$ cat src/rtl/seq_rom_pkg.sv
package seq_rom_pkg;

    localparam int RSP_BYTE_W = 8;

    typedef enum logic [1:0] {
        PH_IDLE,
        PH_ACC,
        PH_GATE,
        PH_SAR
    } phase_e;

    typedef enum logic [1:0] {
        K_READ,
        K_WRITE,
        K_MISS
    } kind_e;

    typedef struct packed {
        phase_e                 phase;
        kind_e                  kind;
        logic                   hi_done;
        logic                   loaded;
        logic                   wr_en;
        logic                   restart;
        logic                   rvalid;
        logic [RSP_BYTE_W-1:0]  rdata;
        logic [RSP_BYTE_W-1:0]  wdata;
    } seq_state_t;

endpackage

$ cat src/rtl/rsp_cmd_decode.sv
module rsp_cmd_decode #(
    parameter int DEV_W  = 4,
    parameter int DEV_ID = 1
) (
    input  logic [DEV_W-1:0] io_dev,
    input  logic             io_ctl,
    input  logic             io_put,
    input  logic             io_get,
    input  logic             busy,
    output logic             ctl_go,
    output logic             put_go,
    output logic             get_go
);

    localparam logic [DEV_W-1:0] MY_DEV = DEV_W'(DEV_ID);

    logic hit;

    always_comb begin
        hit    = (io_dev == MY_DEV) && !busy;
        ctl_go = hit && io_ctl;
        put_go = hit && io_put && !io_ctl;
        get_go = hit && io_get && !io_ctl && !io_put;
    end

endmodule

$ cat src/rtl/rsp_addr_ctr.sv
module rsp_addr_ctr #(
    parameter int BYTE_W = 8
) (
    input  logic                clk,
    input  logic                rst_n,
    input  logic                load_hi,
    input  logic                load_lo,
    input  logic                inc,
    input  logic [BYTE_W-1:0]   byte_in,
    output logic [2*BYTE_W-1:0] addr
);

    localparam int ADDR_W = 2 * BYTE_W;

    logic [ADDR_W-1:0] addr_d, addr_q;

    always_comb begin
        addr_d = addr_q;
        if (load_hi) begin
            addr_d[ADDR_W-1:BYTE_W] = byte_in;
        end else if (load_lo) begin
            addr_d[BYTE_W-1:0] = byte_in;
        end else if (inc) begin
            addr_d = addr_q + ADDR_W'(1);
        end
    end

    always_ff @(posedge clk) begin
        if (!rst_n) begin
            addr_q <= '0;
        end else begin
            addr_q <= addr_d;
        end
    end

    assign addr = addr_q;

endmodule

$ cat src/rtl/rsp_access_seq.sv
module rsp_access_seq
    import seq_rom_pkg::*;
#(
    parameter int BYTE_W = RSP_BYTE_W
) (
    input  logic              clk,
    input  logic              rst_n,
    input  logic              ctl_go,
    input  logic              put_go,
    input  logic              get_go,
    input  logic [BYTE_W-1:0] byte_in,
    input  logic [BYTE_W-1:0] rom_rdata,
    output logic              busy,
    output logic              load_hi,
    output logic              load_lo,
    output logic              inc,
    output logic [BYTE_W-1:0] io_rdata,
    output logic              io_rvalid,
    output logic              rom_rd,
    output logic              rom_wr,
    output logic [BYTE_W-1:0] rom_wdata,
    output logic              rom_restart_n,
    output logic              rom_set_n,
    output logic              rom_sar_n
);

    seq_state_t st_d, st_q;

    always_comb begin
        st_d         = st_q;
        st_d.restart = 1'b0;
        st_d.rvalid  = 1'b0;
        load_hi      = 1'b0;
        load_lo      = 1'b0;
        inc          = 1'b0;
        unique case (st_q.phase)
            PH_IDLE: begin
                if (ctl_go) begin
                    st_d.wr_en   = byte_in[0];
                    st_d.hi_done = 1'b0;
                    st_d.loaded  = 1'b0;
                    st_d.restart = 1'b1;
                end else if (put_go) begin
                    if (!st_q.loaded) begin
                        if (!st_q.hi_done) begin
                            load_hi      = 1'b1;
                            st_d.hi_done = 1'b1;
                        end else begin
                            load_lo     = 1'b1;
                            st_d.loaded = 1'b1;
                        end
                    end else if (st_q.wr_en) begin
                        st_d.phase = PH_ACC;
                        st_d.kind  = K_WRITE;
                        st_d.wdata = byte_in;
                    end
                end else if (get_go) begin
                    st_d.phase = PH_ACC;
                    st_d.kind  = st_q.loaded ? K_READ : K_MISS;
                end
            end
            PH_ACC: begin
                st_d.phase = PH_GATE;
            end
            PH_GATE: begin
                st_d.phase = PH_SAR;
                if (st_q.kind == K_READ) begin
                    st_d.rdata  = rom_rdata;
                    st_d.rvalid = 1'b1;
                end else if (st_q.kind == K_MISS) begin
                    st_d.rdata  = '1;
                    st_d.rvalid = 1'b1;
                end
            end
            PH_SAR: begin
                st_d.phase = PH_IDLE;
                inc        = (st_q.kind != K_MISS);
            end
            default: st_d.phase = PH_IDLE;
        endcase
    end

    always_ff @(posedge clk) begin
        if (!rst_n) begin
            st_q <= '{phase: PH_IDLE, kind: K_READ, hi_done: 1'b0, loaded: 1'b0,
                      wr_en: 1'b0, restart: 1'b0, rvalid: 1'b0,
                      rdata: '0, wdata: '0};
        end else begin
            st_q <= st_d;
        end
    end

    logic touches_store;

    always_comb begin
        touches_store = (st_q.kind != K_MISS);
        busy          = (st_q.phase != PH_IDLE);
        rom_rd        = (st_q.phase == PH_ACC) && (st_q.kind == K_READ);
        rom_wr        = (st_q.phase == PH_ACC) && (st_q.kind == K_WRITE);
        rom_set_n     = !((st_q.phase == PH_ACC) && touches_store);
        rom_sar_n     = !((st_q.phase == PH_SAR) && touches_store);
        rom_restart_n = !st_q.restart;
        rom_wdata     = st_q.wdata;
        io_rdata      = st_q.rdata;
        io_rvalid     = st_q.rvalid;
    end

endmodule

$ cat src/rtl/seq_rom_port.sv
module seq_rom_port
    import seq_rom_pkg::*;
#(
    parameter int BYTE_W = RSP_BYTE_W,
    parameter int DEV_W  = 4,
    parameter int DEV_ID = 1
) (
    input  logic                clk,
    input  logic                rst_n,
    input  logic [DEV_W-1:0]    io_dev,
    input  logic                io_ctl,
    input  logic                io_put,
    input  logic                io_get,
    input  logic [BYTE_W-1:0]   io_wdata,
    output logic [BYTE_W-1:0]   io_rdata,
    output logic                io_rvalid,
    output logic [2*BYTE_W-1:0] rom_addr,
    output logic                rom_rd,
    output logic                rom_wr,
    output logic [BYTE_W-1:0]   rom_wdata,
    input  logic [BYTE_W-1:0]   rom_rdata,
    output logic                rom_restart_n,
    output logic                rom_set_n,
    output logic                rom_sar_n
);

    logic busy, ctl_go, put_go, get_go;
    logic load_hi, load_lo, inc;

    rsp_cmd_decode #(.DEV_W(DEV_W), .DEV_ID(DEV_ID)) u_dec (
        .io_dev (io_dev),
        .io_ctl (io_ctl),
        .io_put (io_put),
        .io_get (io_get),
        .busy   (busy),
        .ctl_go (ctl_go),
        .put_go (put_go),
        .get_go (get_go)
    );

    rsp_access_seq #(.BYTE_W(BYTE_W)) u_seq (
        .clk           (clk),
        .rst_n         (rst_n),
        .ctl_go        (ctl_go),
        .put_go        (put_go),
        .get_go        (get_go),
        .byte_in       (io_wdata),
        .rom_rdata     (rom_rdata),
        .busy          (busy),
        .load_hi       (load_hi),
        .load_lo       (load_lo),
        .inc           (inc),
        .io_rdata      (io_rdata),
        .io_rvalid     (io_rvalid),
        .rom_rd        (rom_rd),
        .rom_wr        (rom_wr),
        .rom_wdata     (rom_wdata),
        .rom_restart_n (rom_restart_n),
        .rom_set_n     (rom_set_n),
        .rom_sar_n     (rom_sar_n)
    );

    rsp_addr_ctr #(.BYTE_W(BYTE_W)) u_ctr (
        .clk     (clk),
        .rst_n   (rst_n),
        .load_hi (load_hi),
        .load_lo (load_lo),
        .inc     (inc),
        .byte_in (io_wdata),
        .addr    (rom_addr)
    );

endmodule

$ cat config.mk
export PLATFORM = sky130hd
export DESIGN_NAME = seq_rom_port
export DESIGN_NICKNAME = d
export VERILOG_FILES = /design/src/rtl/seq_rom_pkg.sv /design/src/rtl/rsp_cmd_decode.sv /design/src/rtl/rsp_addr_ctr.sv /design/src/rtl/rsp_access_seq.sv /design/src/rtl/seq_rom_port.sv
export SDC_FILE = /design/constraint.sdc
export NUM_CORES = 1
export LEC_CHECK = 0
export ABC_AREA = 1
export BUFFER_PORTS_ARGS = -buffer_cell sky130_fd_sc_hd__buf_2
export CORE_AREA = 10 10 84 86
export CTS_CLUSTER_SIZE = 16
export DETAILED_ROUTE_END_ITERATION = 6
export DIE_AREA = 0 0 94 96
export PLACE_DENSITY = 0.69
export SYNTH_ARGS = -nofsm -noshare
export SYNTH_HDL_FRONTEND = slang
export SYNTH_SLANG_ARGS = --single-unit
$ cat constraint.sdc
create_clock -name clk -period 3.2 [get_ports clk]
set_input_delay 0.16 -clock clk [delete_from_list [all_inputs] [get_ports clk]]
set_output_delay 0.16 -clock clk [all_outputs]
set_load 0.1 [all_outputs]
# Yosys cells after proc, flatten, opt, wreduce, memory -nomap -nowiden
# Index checks and enable logic that the tools add are counted.
[totals]
ff_bits = 41
latchBits = 0
ram_bits = 0
romBits = 0
in_bits = 25
mem_count = 0
[op_classes]
add_sub_neg = 1
n_mul = 0
n_div = 0
order_cmp = 0
eq_ne = 15
shifts = 0
n_mux = 28
n_bitwise = 2
reduce_logical = 36
[op_table]
columns = ["operator", "count"]
rows = [
  ["8-bit two-way mux", 3],
  ["4-bit two-way mux", 5],
  ["9-bit two-way mux", 2],
  ["16-bit by 1-bit adder with 16-bit output, second input constant", 1],
  ["16-bit two-way mux", 1],
  ["2-bit AND reduction", 7],
  ["1-bit two-way mux", 12],
  ["2-bit nonzero test", 6],
  ["1-bit logical AND", 11],
  ["5-bit AND reduction", 2],
  ["2-bit two-way mux", 4],
  ["2-bit inequality test, second input constant", 4],
  ["2-bit one-hot mux with 4 select lines", 1],
  ["2-bit == test, second input constant", 3],
  ["1-bit logical NOT", 6],
  ["3-bit by 2-bit inequality test with 1-bit output, second input constant", 2],
  ["2-bit by 1-bit == test with 1-bit output, second input constant", 2],
  ["4-bit by 1-bit == test with 1-bit output, second input constant", 1],
  ["2-bit logical NOT", 2],
  ["2-bit by 1-bit inequality test with 1-bit output, second input constant", 2],
  ["4-bit AND reduction", 1],
  ["3-bit inequality test, second input constant", 1],
  ["3-bit AND reduction", 1],
  ["1-bit inverter", 2],
]

# Longest topological paths before layout
# Gate-level depths: netlist (run 1).
[depth]
ltp_word = 10
mapped_depth = 11
depth_no_buf = 11

# Cells and area by module
# Synthesis (run 1) repeated with hierarchy kept, for this count alone.
[unflattened]
cells_unflattened = 363
area_unflattened_um2 = 2412.3
[modules_own_cells]
columns = ["mod", "instances", "cells_each", "area_per_inst_um2", "seq_area_each_um2"]
rows = [
  ["rsp_access_seq", 1, 170, 1246.2, 500.5],
  ["rsp_addr_ctr", 1, 181, 1109.8, 320.3],
  ["rsp_cmd_decode", 1, 12, 56.3, 0.0],
]

# Worst setup path after synthesis (run 1)
# OpenSTA, ideal clock, no wires.
[synth_path]
kind = "register to output"
startpoint = "reg u_seq.st_q[24] (netlist name)"
endpoint = "out rom_rd"
arrival_ns = 2.631
required_ns = 3.040
slack_ns = 0.409
path_stages_with_launch = 5
path_buffers = 0
cell_sequence = "dfxtp_1 inv_1 ha_1 inv_1 nor3_1"
[synth_via]
elab_chain_cells = 2
[synth_lines]
columns = ["element", "line_no", "text"]
rows = [
  ["start: declaration", "rsp_access_seq.sv:27", "seq_state_t st_d, st_q;"],
  ["start signal: assignment", "rsp_access_seq.sv:85", "st_q <= '{phase: PH_IDLE, kind: K_READ, hi_done: 1'b0, loaded: 1'b0,"],
  ["start signal: assignment", "rsp_access_seq.sv:89", "st_q <= st_d;"],
  ["2-bit by 1-bit == test with 1-bit output", "rsp_access_seq.sv:98", "rom_rd = (st_q.phase == PH_ACC) && (st_q.kind == K_READ);"],
  ["1-bit logical AND", "rsp_access_seq.sv:98", ""],
  ["end: declaration", "seq_rom_port.sv:18", "output logic rom_rd,"],
]
# Every way passes these cells.

# Final worst setup path (run 1)
[layout_path]
startpoint = "reg u_seq.st_q[23] (netlist name)"
endpoint = "reg u_ctr.addr_q[14], in the netlist u_ctr.addr[14]"
[layout_via]
elab_chain_cells = 10
elab_cells_between_ends = 19
classes_between = "eq/ne (2); mux (8); reduce/logical (9)"
[layout_lines]
columns = ["element", "line_no", "text"]
rows = [
  ["2-bit nonzero test", "rsp_access_seq.sv:97", "busy = (st_q.phase != PH_IDLE);"],
  ["1-bit logical NOT", "rsp_cmd_decode.sv:20", "hit = (io_dev == MY_DEV) && !busy;"],
  ["1-bit logical AND", "rsp_cmd_decode.sv:20", ""],
  ["1-bit logical AND (2 in series)", "rsp_cmd_decode.sv:22", "put_go = hit && io_put && !io_ctl;"],
  ["1-bit two-way mux", "rsp_access_seq.sv:43", "end else if (put_go) begin"],
  ["1-bit two-way mux", "rsp_access_seq.sv:38", "if (ctl_go) begin"],
  ["1-bit two-way mux", "rsp_access_seq.sv:36", "unique case (st_q.phase)"],
  ["2-bit inequality test (no line) / 2-bit nonzero test (equally long branches)", "-", ""],
  ["2-bit AND reduction (no line)", "-", ""],
  ["end signal: assignment", "rsp_addr_ctr.sv:32", "addr_q <= addr_d;"],
  ["end: declaration", "rsp_addr_ctr.sv:15", "logic [ADDR_W-1:0] addr_d, addr_q;"],
]
# Several ways; a longest one is shown, not always the timed one.
# A chain may end at the register's enable or synchronous reset.

==> metrics.txt, run 1 <==
CTS buffer count 5; chip width 94 µm; Post-CTS Setup Bufs 0; count of cell types in the netlist 31; Worst setup SP type flop; cells after synthesis 346; WHS 0.0657 ns; port bufs 62; Setup CP Type flop to flop; PwrDens 648 nW/µm²; vias in the first global route 2163; Fin Setup TNS 0 ns; post-cts repair resize count 0; MaxCap Viol Count 0; total track usage 13.7%; commonest non-fill, non-tap cell in the layout nand2_1; Finished Cell Area 2700 µm²; Final nets 421; DR pass1 iterations 4; RR Startpoint u_seq.st_q[23]$_SDFFE_PN0P_; Worst Hold Depth 3; Final HPWL DP 4630 µm; Antenna Violating Nets Remaining 0; die area 9020 µm²; R2R Setup Slk 1.30 ns; Rows 27; most frequent cells in the layout 88 x nand2_1, 62 x buf_2, 41 x dfxtp_1; HP Start io_wdata[0]; fin util 50.0%; grt ovf 0; placed inst area 2610 µm²; H-tree depth 2; die height 96 µm; Synth Area per Inst 6.86 µm²; WHS Endpoint u_seq.st_q[18]$_SDFFE_PN0N_; fin crit share 59.4%; post-synthesis cell area 2370 µm²; Hold Crit Class primary input to flop; R2R cell count 10; Post-Syn Nets 377; DR vias 2226; DRC viols 0; status finished, final reports clean; Worst slew margin 45.4%; EDFF count, synth 0; pin count of the biggest net entering global routing 24; Ys Warns 0; Clock Path Buffers 2; IO Pins 63; FF+latch count, synth 41; final setup vio count 0; Final Hold Viols 0; total clock sinks 41; area of the core 5410 µm²; skew final 0.00249 ns; ant diodes 0; Clock Latency Late Sink 0.30 ns; 1st-iter DRT viols 130; Max Clock Freq 526 MHz; minimum clock period 1.90 ns; Seq pwr share 35.3%; Arrival @ worst endpoint 2.13 ns; layout cells sized above 1 22.0%; worst-path fanout max 13; Initial Util 43.9%; Clk pwr share 20.6%; P_sw 0.000876 W; LEAKAGE 1.29 nW; routed wire length 5950 µm; post-synthesis sequential area ratio 34.6%; Finished Layout Cells 463; antenna violations before repair 0; Vias/cell 4.81; CTS tree yes; Switching Share 50.0%; area grow syn2layout 13.9%; combinational share of power 44.0%; Worst-Margin Slew 0.816 ns; VDD IR-drop max 0.000606 V; Crit. End Element flop; Max Slew Vio Count 0; commonest register cell after synthesis dfxtp_1; Inst Count DP 455; hold buffers post-CTS 0; routed length per instance 12.9 µm; first-pass GRT wire length 10100 µm; critical path data required time 3.43 ns; CTS root buf clkbuf_8; reg2reg end u_ctr.addr[14]$_SDFFE_PN0P_; RSZ-0062 raised after global routing no; Post-synth ARST share 0%; clock transition at the registers of the reported paths 0.08 ns; GPL Wtd Cong 0.814; Internal Pwr Total 0.000875 W
## synth_stat cells (3+ instances only)
cell type  instances  area share (%)
inv_1             34             5.4
nor2_1            38             6.0
a21oi_1           32             6.7
nand4_1            5             1.3
inv_2              3            0.47
xor2_1             5             1.8
nand2_1           88              14
nand3_1            9             1.9
o21ai_1           11             2.3
clkbuf_1           5            0.79
ha_1               6             3.2
o21ai_0           18             3.8
nor3_1             3            0.63
dfxtp_1           41              35
nand2_2            3            0.79
buf_4             17             5.4
o21a_1             8             2.5
## cell type report
class | instances | area [µm²]
flip-flops and latches | 41 | 821
well taps | 72 | 90.1
clock inverters | 2 | 13.8
repair buffers | 62 | 310
multi-input cells | 243 | 1250
inverters | 37 | 139
fillers | 574 | 2700
clock buffers | 6 | 82.6
## how the worst max path moves through the flow
stage	startpoint	end	slack, ns	depth (start not counted)
detailed placement	u_seq.st_q[23]$_SDFFE_PN0P_	u_ctr.addr[14]$_SDFFE_PN0P_	1.33	10
global route	u_seq.st_q[24]$_SDFFE_PN0P_	u_ctr.addr[2]$_SDFFE_PN0P_	1.11	10
floorplan	u_seq.st_q[24]$_SDFFE_PN0P_	rom_rd	0.41	4
finish	u_seq.st_q[23]$_SDFFE_PN0P_	u_ctr.addr[14]$_SDFFE_PN0P_	1.30	10
CTS	u_seq.st_q[23]$_SDFFE_PN0P_	u_ctr.addr[14]$_SDFFE_PN0P_	1.31	10
global placement	u_seq.st_q[23]$_SDFFE_PN0P_	u_ctr.addr[14]$_SDFFE_PN0P_	1.38	10
## state kept, by name (all words and copies together) (netlist names)
signal	count
u_ctr.addr	16
u_seq.io_rdata	8
u_seq.rom_wdata	8
u_seq.st_q	8
u_seq.io_rvalid	1
## routing by layer
| metal | routed length (µm) | track usage, % | vias up |
|---|---|---|---|
| met5 | 0 | 0 | - |
| met4 | 63 | 3.80 | 0 |
| met3 | 432 | 4.75 | 8 |
| met2 | 2760 | 23.0 | 57 |
| met1 | 2690 | 16.3 | 982 |
| li1 | - | - | 1179 |
## power by group through the flow
stage	sequential (W)	clock [W]	combinational [W]
after floorplan	0.000727	0	0.000600
after global placement	0.000628	0	0.000769
after detailed placement	0.000629	0	0.000776
after CTS	0.000620	0.000372	0.000778
after global routing	0.000630	0.000391	0.000827
final	0.000619	0.000362	0.000771
## critical path, stage by stage (launching register included)
cell and delay [ns]:
dfxtp_1 0.34, inv_1 0.11, ha_1 0.21, nand2_2 0.10, nor2_8 0.20, nand4_4 0.23
nand2_1 0.14, nand2_2 0.14, inv_2 0.17, nand2_1 0.08, a21oi_1 0.11
## kinds of logic after synthesis
family | Yosys count | share of synthesized area (%)
AO/OA/AOI/OAI | 73 | 16.7
XOR/XNOR | 7 | 2.58
adder cells (fa/ha/maj) | 6 | 3.16
buffers and inverters | 62 | 12.9
flip-flops | 41 | 34.6
AND/OR/NAND/NOR | 157 | 30.1
## metrics by stage
| step | setup WS [ns] | total power (W) |
|---|---|---|
| after floorplan | 0.409 | 0.00133 |
| after global placement | 1.38 | 0.00140 |
| after global routing | 1.11 | 0.00185 |
| final | 1.30 | 0.00175 |
| after detailed placement | 1.33 | 0.00141 |
| after CTS | 1.31 | 0.00177 |
No activity file was read; power rests on OpenSTA's default activity.
==> inputs of run 2 (changes only) <==
==> constraint.sdc (replaced) <==
create_clock -name clk -period 2 [get_ports clk]
set_input_delay 0.1 -clock clk [delete_from_list [all_inputs] [get_ports clk]]
set_output_delay 0.1 -clock clk [all_outputs]
set_load 0.1 [all_outputs]
==> run 2 against run 1 <==
Power is 60% higher. Largest cell class unchanged. Critical endpoint is now u_seq.rom_wdata[5]$_SDFFE_PN0P_. Setup slack worse by 1.1 ns. Design area is 1.2% higher. Non-clock buffer count increased by 4. Register-to-register slack got worse by 1.1 ns. Sequential power is 60% higher. Largest power group unchanged. Utilization is 0.58 points higher.
==> metrics.txt, run 2 (same netlist as run 1, synthesis figures left out) <==
minimum clock period 1.80 ns (was 1.90 ns); grt ovf 0 (unchanged); CTS buffer count 5 (unchanged); CTS root buf clkbuf_8 (unchanged); Antenna Violating Nets Remaining 0 (unchanged); DR vias 2275 (was 2226); Rows 27 (unchanged); chip width 94 µm (unchanged); Worst-Margin Slew 0.811 ns (was 0.816 ns); H-tree depth 2 (unchanged); routed length per instance 13.1 µm (was 12.9 µm); DRC viols 0 (unchanged); Fin Setup TNS 0 ns (unchanged); max reg flops 16 (unchanged); fin crit share 90.2% (was 59.4%); die height 96 µm (unchanged); PwrDens 1020 nW/µm² (was 648 nW/µm²); 1st-iter DRT viols 103 (was 130); Vias/cell 4.88 (was 4.81); total clock sinks 41 (unchanged); vias in the first global route 2210 (was 2163); Final HPWL DP 4740 µm (was 4630 µm); Arrival @ worst endpoint 1.99 ns (was 2.13 ns); Max Slew Vio Count 0 (unchanged); Finished Cell Area 2740 µm² (was 2700 µm²); LEAKAGE 1.31 nW (was 1.29 nW); status finished, final reports clean (unchanged); Worst setup SP type flop (unchanged); CTS tree yes (unchanged); commonest non-fill, non-tap cell in the layout nand2_1 (unchanged); Max Clock Freq 555 MHz (was 526 MHz); Initial Util 43.9% (unchanged); Final nets 425 (was 421); Setup CP Type flop to flop (unchanged); Clock Latency Late Sink 0.29 ns (was 0.30 ns); pin count of the biggest net entering global routing 20 (was 24); die area 9020 µm² (unchanged); total track usage 13.5% (was 13.7%); final setup vio count 0 (unchanged); placed inst area 2640 µm² (was 2610 µm²); ant diodes 0 (unchanged); GPL Wtd Cong 0.888 (was 0.814); first-pass GRT wire length 10000 µm (was 10100 µm); routed wire length 6110 µm (was 5950 µm); skew final 0.00933 ns (was 0.00249 ns); Hold Crit Class primary input to flop (unchanged); IO Pins 63 (unchanged); fin util 50.6% (was 50.0%); area of the core 5410 µm² (unchanged); Clock Path Buffers 2 (unchanged); VDD IR-drop max 0.000979 V (was 0.000606 V); Final Hold Viols 0 (unchanged); worst-path fanout max 16 (was 13); RSZ-0062 raised after global routing no (unchanged); port bufs 62 (unchanged); antenna violations before repair 0 (unchanged); Crit. End Element flop (unchanged); number of fill cells 572 (was 574); clock transition at the registers of the reported paths 0.08 ns (about the same); critical path data required time 2.19 ns (was 3.43 ns); layout cells sized above 1 24.1% (was 22.0%); area grow syn2layout 15.2% (was 13.9%); DR pass1 iterations 4 (unchanged); Worst slew margin 45.7% (was 45.4%); most frequent cells in the layout 88 x nand2_1, 62 x buf_2, 38 x nor2_1 (was 88 x nand2_1, 62 x buf_2, 41 x dfxtp_1); MaxCap Viol Count 0 (unchanged)
run 2: changes by cell type in the layout (fill, tap and decap cells not counted):
cell        change
buf_4           +4
dfxtp_1         -6
clkinv_2        -1
clkinv_4        -1
clkinvlp_4      +1
dfxtp_2         +6
run 2: through the flow:
stage          cells  hold WS (ns)  setup WS [ns]  total power [W]
6_report         466        0.0159          0.197          0.00280
5_1_grt          466        0.0371         0.0418          0.00293
3_5_place_dp     458         0.314          0.149          0.00225
3_3_place_gp     458         0.310          0.247          0.00224
2_1_floorplan    346         0.203         -0.731          0.00213
4_1_cts          465       0.00755          0.138          0.00282
run 2: worst max-delay path, cell delays in order, from the launching register on:
cell and delay (ns):
dfxtp_1 0.34, inv_1 0.11, ha_1 0.22, nand2_2 0.11, nor2_8 0.20, nand3_2 0.15
nor2_4 0.31, a21oi_1 0.13, o21a_1 0.13
run 2: per-layer routing:
layer  global-route usage, %  part of all wire, %  vias to the layer above
li1                        -                    -                     1191
met1                    16.2                   45                     1019
met2                    22.8                   46                       59
met3                    4.12                  7.3                        6
met4                    4.43                 0.82                        0
met5                       0                    0                        -
run 2: repair_timing:
item | 4_1_cts | 5_1_grt
setup buffers | 0 | 1
gates resized for setup | 0 | 0
endpoints found under the setup margin | 0 | 6
hold buffers | 0 | 0
run 2: worst paths after layout:
kind	startpoint	end	slack (ns)	cells past startpoint
worst max register to register	u_seq.st_q[23]$_SDFFE_PN0P_	u_seq.rom_wdata[5]$_SDFFE_PN0P_	0.20	8
worst min register to register	u_seq.rom_wdata[0]$_SDFFE_PN0P_	u_seq.rom_wdata[0]$_SDFFE_PN0P_	0.47	1
worst max-delay path	u_seq.st_q[23]$_SDFFE_PN0P_	u_seq.rom_wdata[5]$_SDFFE_PN0P_	0.20	8
worst min-delay path	io_wdata[0]	u_seq.st_q[18]$_SDFFE_PN0N_	0.02	3
run 2: where the power goes:
part	leakage [nW]	switching, W	internal, W	total (W)
Combinational	0.930	0.00103	0.000209	0.00124
Sequential	0.335	0.0000722	0.000919	0.000991
Clock	0.0433	0.000292	0.000273	0.000566
Total	1.31	0.00140	0.00140	0.00280
run 2: layout make-up:
| cell class | count | area [µm²] | area share [%] |
|---|---|---|---|
| sequential | 41 | 828 | 30.3 |
| tap | 72 | 90.1 | 3.29 |
| timing repair buffer | 66 | 340 | 12.4 |
| inverter | 37 | 139 | 5.08 |
| clock inverter | 1 | 7.51 | 0.274 |
| clock buffer | 6 | 82.6 | 3.02 |
| multi-input combinational | 243 | 1250 | 45.6 |
==> inputs of run 3 (changes only) <==
--- a/config.mk
+++ b/config.mk
@@ -7,11 +7,12 @@
 export LEC_CHECK = 0
 export ABC_AREA = 1
 export BUFFER_PORTS_ARGS = -buffer_cell sky130_fd_sc_hd__buf_2
-export CORE_AREA = 10 10 84 86
+export CORE_AREA = 10 10 85 87
 export CTS_CLUSTER_SIZE = 16
 export DETAILED_ROUTE_END_ITERATION = 6
-export DIE_AREA = 0 0 94 96
-export PLACE_DENSITY = 0.69
+export DIE_AREA = 0 0 95 97
+export PLACE_DENSITY = 0.68
 export SYNTH_ARGS = -nofsm -noshare
 export SYNTH_HDL_FRONTEND = slang
+export SYNTH_HIERARCHICAL = 1
 export SYNTH_SLANG_ARGS = --single-unit
==> constraint.sdc (replaced) <==
create_clock -name clk -period 2.1 [get_ports clk]
set_input_delay 0.105 -clock clk [delete_from_list [all_inputs] [get_ports clk]]
set_output_delay 0.105 -clock clk [all_outputs]
set_load 0.1 [all_outputs]
==> run 3 against run 2 <==
Setup slack got worse by 0.11 ns. Global-route usage rose by 1.1 points. Critical path type unchanged. Sequential power decreased by 9.1%. Utilization grew 4.2 points. Critical path depth increased by 8. Via count grew 8.6%. Largest cell class unchanged. Sequential share of layout area is 2.8 points lower.
==> metrics.txt, run 3 <==
status finished, final reports clean (unchanged); Max Clock Freq 498 MHz (was 555 MHz); RR Startpoint u_seq/st_q[23]$_SDFFE_PN0P_ (was u_seq.st_q[23]$_SDFFE_PN0P_); skew final 0.00878 ns (was 0.00933 ns); Ys Warns 6 (was 0); Max Slew Vio Count 0 (unchanged); fin util 54.8% (was 50.6%); placed inst area 2760 µm² (was 2640 µm²); Worst slew margin 65.2% (was 45.7%); DR pass1 iterations 4 (unchanged); clock transition at the registers of the reported paths 0.09 ns (was 0.08 ns); area grow syn2layout 24.3% (was 15.2%); post-synthesis cell area 2410 µm² (was 2370 µm²); post-synthesis sequential area ratio 34.0% (was 34.6%); Yosys top cell area share 34.0% (was 34.6%); Hold Crit Class primary input to flop (unchanged); IO Pins 63 (unchanged); routed wire length 6790 µm (was 6110 µm); Final HPWL DP 5100 µm (was 4740 µm); Synth Area per Inst 6.65 µm² (was 6.86 µm²); VDD IR-drop max 0.000790 V (was 0.000979 V); area of the core 5470 µm² (was 5410 µm²); layout cells sized above 1 31.6% (was 24.1%); HP Start rom_rdata[2] (was io_wdata[0]); Place WS 0.0409 ns (was 0.149 ns); vias in the first global route 2421 (was 2210); setup ws final 0.0907 ns (was 0.197 ns); Post-Syn Nets 394 (was 377); Yosys top cell by area dfxtp_1 (unchanged); FF+latch count, synth 41 (unchanged); count of cell types in the netlist 28 (was 31); Clock Path Buffers 2 (unchanged); grt ovf 0 (unchanged); Post-synth ARST share 0% (unchanged); CTS root buf clkbuf_8 (unchanged); combinational share of power 45.0% (was 44.3%); ant diodes 0 (unchanged); total track usage 14.7% (was 13.5%); H-tree depth 2 (unchanged); MaxCap Viol Count 0 (unchanged); Switching Share 47.9% (was 49.9%); R2R cell count 16 (was 8); Final nets 460 (was 425); commonest register cell after synthesis dfxtp_1 (unchanged); Internal Pwr Total 0.00140 W (about the same); met3 Usage GRT 5.32% (was 4.12%); Clk pwr share 21.4% (was 20.2%); commonest non-fill, non-tap cell in the layout nand2_1 (unchanged); reg2reg end u_ctr/addr[4]$_SDFFE_PN0P_ (was u_seq.rom_wdata[5]$_SDFFE_PN0P_); PwrDens 894 nW/µm² (was 1020 nW/µm²); GPL Wtd Cong 0.892 (was 0.888); LEAKAGE 1.38 nW (was 1.31 nW); worst-path fanout max 7 (was 16); fin crit share 95.7% (was 90.2%); die area 9220 µm² (was 9020 µm²); Crit. End Element flop (unchanged); Vias/cell 4.92 (was 4.88); Worst-Margin Slew 0.522 ns (was 0.811 ns); most frequent cells in the layout 69 x nand2_1, 62 x buf_2, 44 x nor2_1 (was 88 x nand2_1, 62 x buf_2, 38 x nor2_1); Worst setup SP type flop (unchanged); Setup CP Type flop to flop (unchanged); cells after synthesis 363 (was 346); R2R Setup Slk 0.09 ns (was 0.20 ns); chip width 95 µm (was 94 µm); 1st-iter DRT viols 120 (was 103); top cells by count, synth 71 x nand2_1, 48 x nor2_1, 44 x inv_1 (was 88 x nand2_1, 41 x dfxtp_1, 38 x nor2_1); CTS tree yes (unchanged); CTS buffer count 5 (unchanged); RSZ-0062 raised after global routing yes (was no); final setup vio count 0 (unchanged); DR vias 2471 (was 2275); total clock sinks 41 (unchanged); routed length per instance 13.5 µm (was 13.1 µm); DRC viols 0 (unchanged); max reg flops 16 (unchanged); met1 usage 17.2% (was 16.2%); Final Hold Viols 0 (unchanged); Initial Util 44.1% (was 43.9%); Rows 27 (unchanged); most frequent cell after synthesis nand2_1 (unchanged); port bufs 62 (unchanged); Top Usage Layer GRT met2 (unchanged); Tot Pwr 0.00268 W (was 0.00280 W); Seq pwr share 33.6% (was 35.4%); die height 97 µm (was 96 µm); critical path data required time 2.32 ns (was 2.19 ns); Worst Hold Depth 3 (unchanged); first-pass GRT wire length 11200 µm (was 10000 µm); met2 usage 24.2% (was 22.8%); WHS Endpoint u_seq/io_rdata[2]$_SDFFE_PN0P_ (was u_seq.st_q[18]$_SDFFE_PN0N_); minimum clock period 2.01 ns (was 1.80 ns); Clock Latency Late Sink 0.30 ns (was 0.29 ns); P_sw 0.00128 W (was 0.00140 W); Area contributors post-synth dfxtp_1 34%, nand2_1 11%, nor2_1 7.5%, inv_1 6.8%, nand3_1 5.6% (was dfxtp_1 35%, nand2_1 14%, a21oi_1 6.7%, nor2_1 6.0%, buf_4 5.4%); Arrival @ worst endpoint 2.23 ns (was 1.99 ns); Finished Cell Area 3000 µm² (was 2740 µm²); antenna violations before repair 0 (unchanged); pin count of the biggest net entering global routing 18 (was 20); EDFF count, synth 0 (unchanged); Antenna Violating Nets Remaining 0 (unchanged)
run 3: cell count changes after synthesis, sizes merged, moves of 3 or more:
cell,previous run,this run
a211oi,0,3
a21oi,32,24
a31oi,0,3
inv,37,50
nand2,92,79
nand3,11,29
nand4,7,2
nor2,42,56
nor3,3,12
o21a,8,0
o22ai,0,3
xor2,5,0
run 3: layer usage:
metal / up-vias / part of all wire, % / wire (µm)
li1: 1278 / - / -
met3: 9 / 8.8 / 599
met5: - / 0 / 0
met1: 1108 / 42 / 2860
met4: 0 / 1.4 / 92
met2: 76 / 48 / 3250
run 3: stage by stage:
step,hold slack [ns],setup TNS [ns],cells
after global placement,0.315,0,485
after CTS,0.0106,0,493
after detailed placement,0.327,0,485
final,0.0181,0,502
after global routing,0.0191,-0.125,502
after floorplan,0.228,-1.82,363
run 3: cell families after synthesis:
family                   after synthesis  synth area share (%)
flip-flops                            41                  34.0
AO/OA/AOI/OAI                         62                  13.6
buffers and inverters                 75                  15.4
AND/OR/NAND/NOR                      179                  33.8
adder cells (fa/ha/maj)                6                  3.11
run 3: critical path, stage by stage, from the launching register on:
cell      delay [ns]
dfxtp_2         0.33
inv_2           0.07
ha_4            0.13
inv_2           0.03
nor2_2          0.07
nand3_2         0.10
nor2_4          0.13
nand2_4         0.09
nor2_8          0.10
nand2_4         0.07
nor2_4          0.17
clkinv_4        0.11
buf_6           0.14
buf_6           0.11
nand2_2         0.06
a21oi_2         0.04
a211oi_1        0.19
run 3: area by class of cell:
type	count	area (µm²)
clock buffers	6	82.6
clock inverters	2	13.8
fillers	574	2470
inverters	51	199
multi-input cells	247	1320
flip-flops and latches	41	823
well taps	72	90.1
repair buffers	83	475
run 3: power by group through the flow:
stage | clock network [W] | registers [W] | logic, W
floorplan | 0 | 0.000990 | 0.000927
global placement | 0 | 0.000913 | 0.00118
detailed placement | 0 | 0.000914 | 0.00119
CTS | 0.000584 | 0.000898 | 0.00119
global route | 0.000617 | 0.000910 | 0.00131
finish | 0.000573 | 0.000901 | 0.00121
run 3: how the worst max path moves through the flow:
stage	cells after the start	slack, ns	start	end
final	16	0.09	u_seq/st_q[23]$_SDFFE_PN0P_	u_ctr/addr[4]$_SDFFE_PN0P_
after global routing	16	-0.04	u_seq/st_q[23]$_SDFFE_PN0P_	u_ctr/addr[4]$_SDFFE_PN0P_
after CTS	16	0.03	u_seq/st_q[23]$_SDFFE_PN0P_	u_ctr/addr[15]$_SDFFE_PN0P_
after detailed placement	16	0.04	u_seq/st_q[23]$_SDFFE_PN0P_	u_ctr/addr[9]$_SDFFE_PN0P_
after global placement	16	0.09	u_seq/st_q[24]$_SDFFE_PN0P_	u_ctr/addr[10]$_SDFFE_PN0P_
after floorplan	4	-0.62	u_seq/st_q[24]$_SDFFE_PN0P_	rom_rd
run 3: timing repair:
| action | 4_1_cts | 5_1_grt |
|---|---|---|
| hold buffers | 0 | 0 |
| setup endpoints to repair | 0 | 16 |
| setup buffers | 0 | 9 |
| gates resized for setup | 0 | 24 |
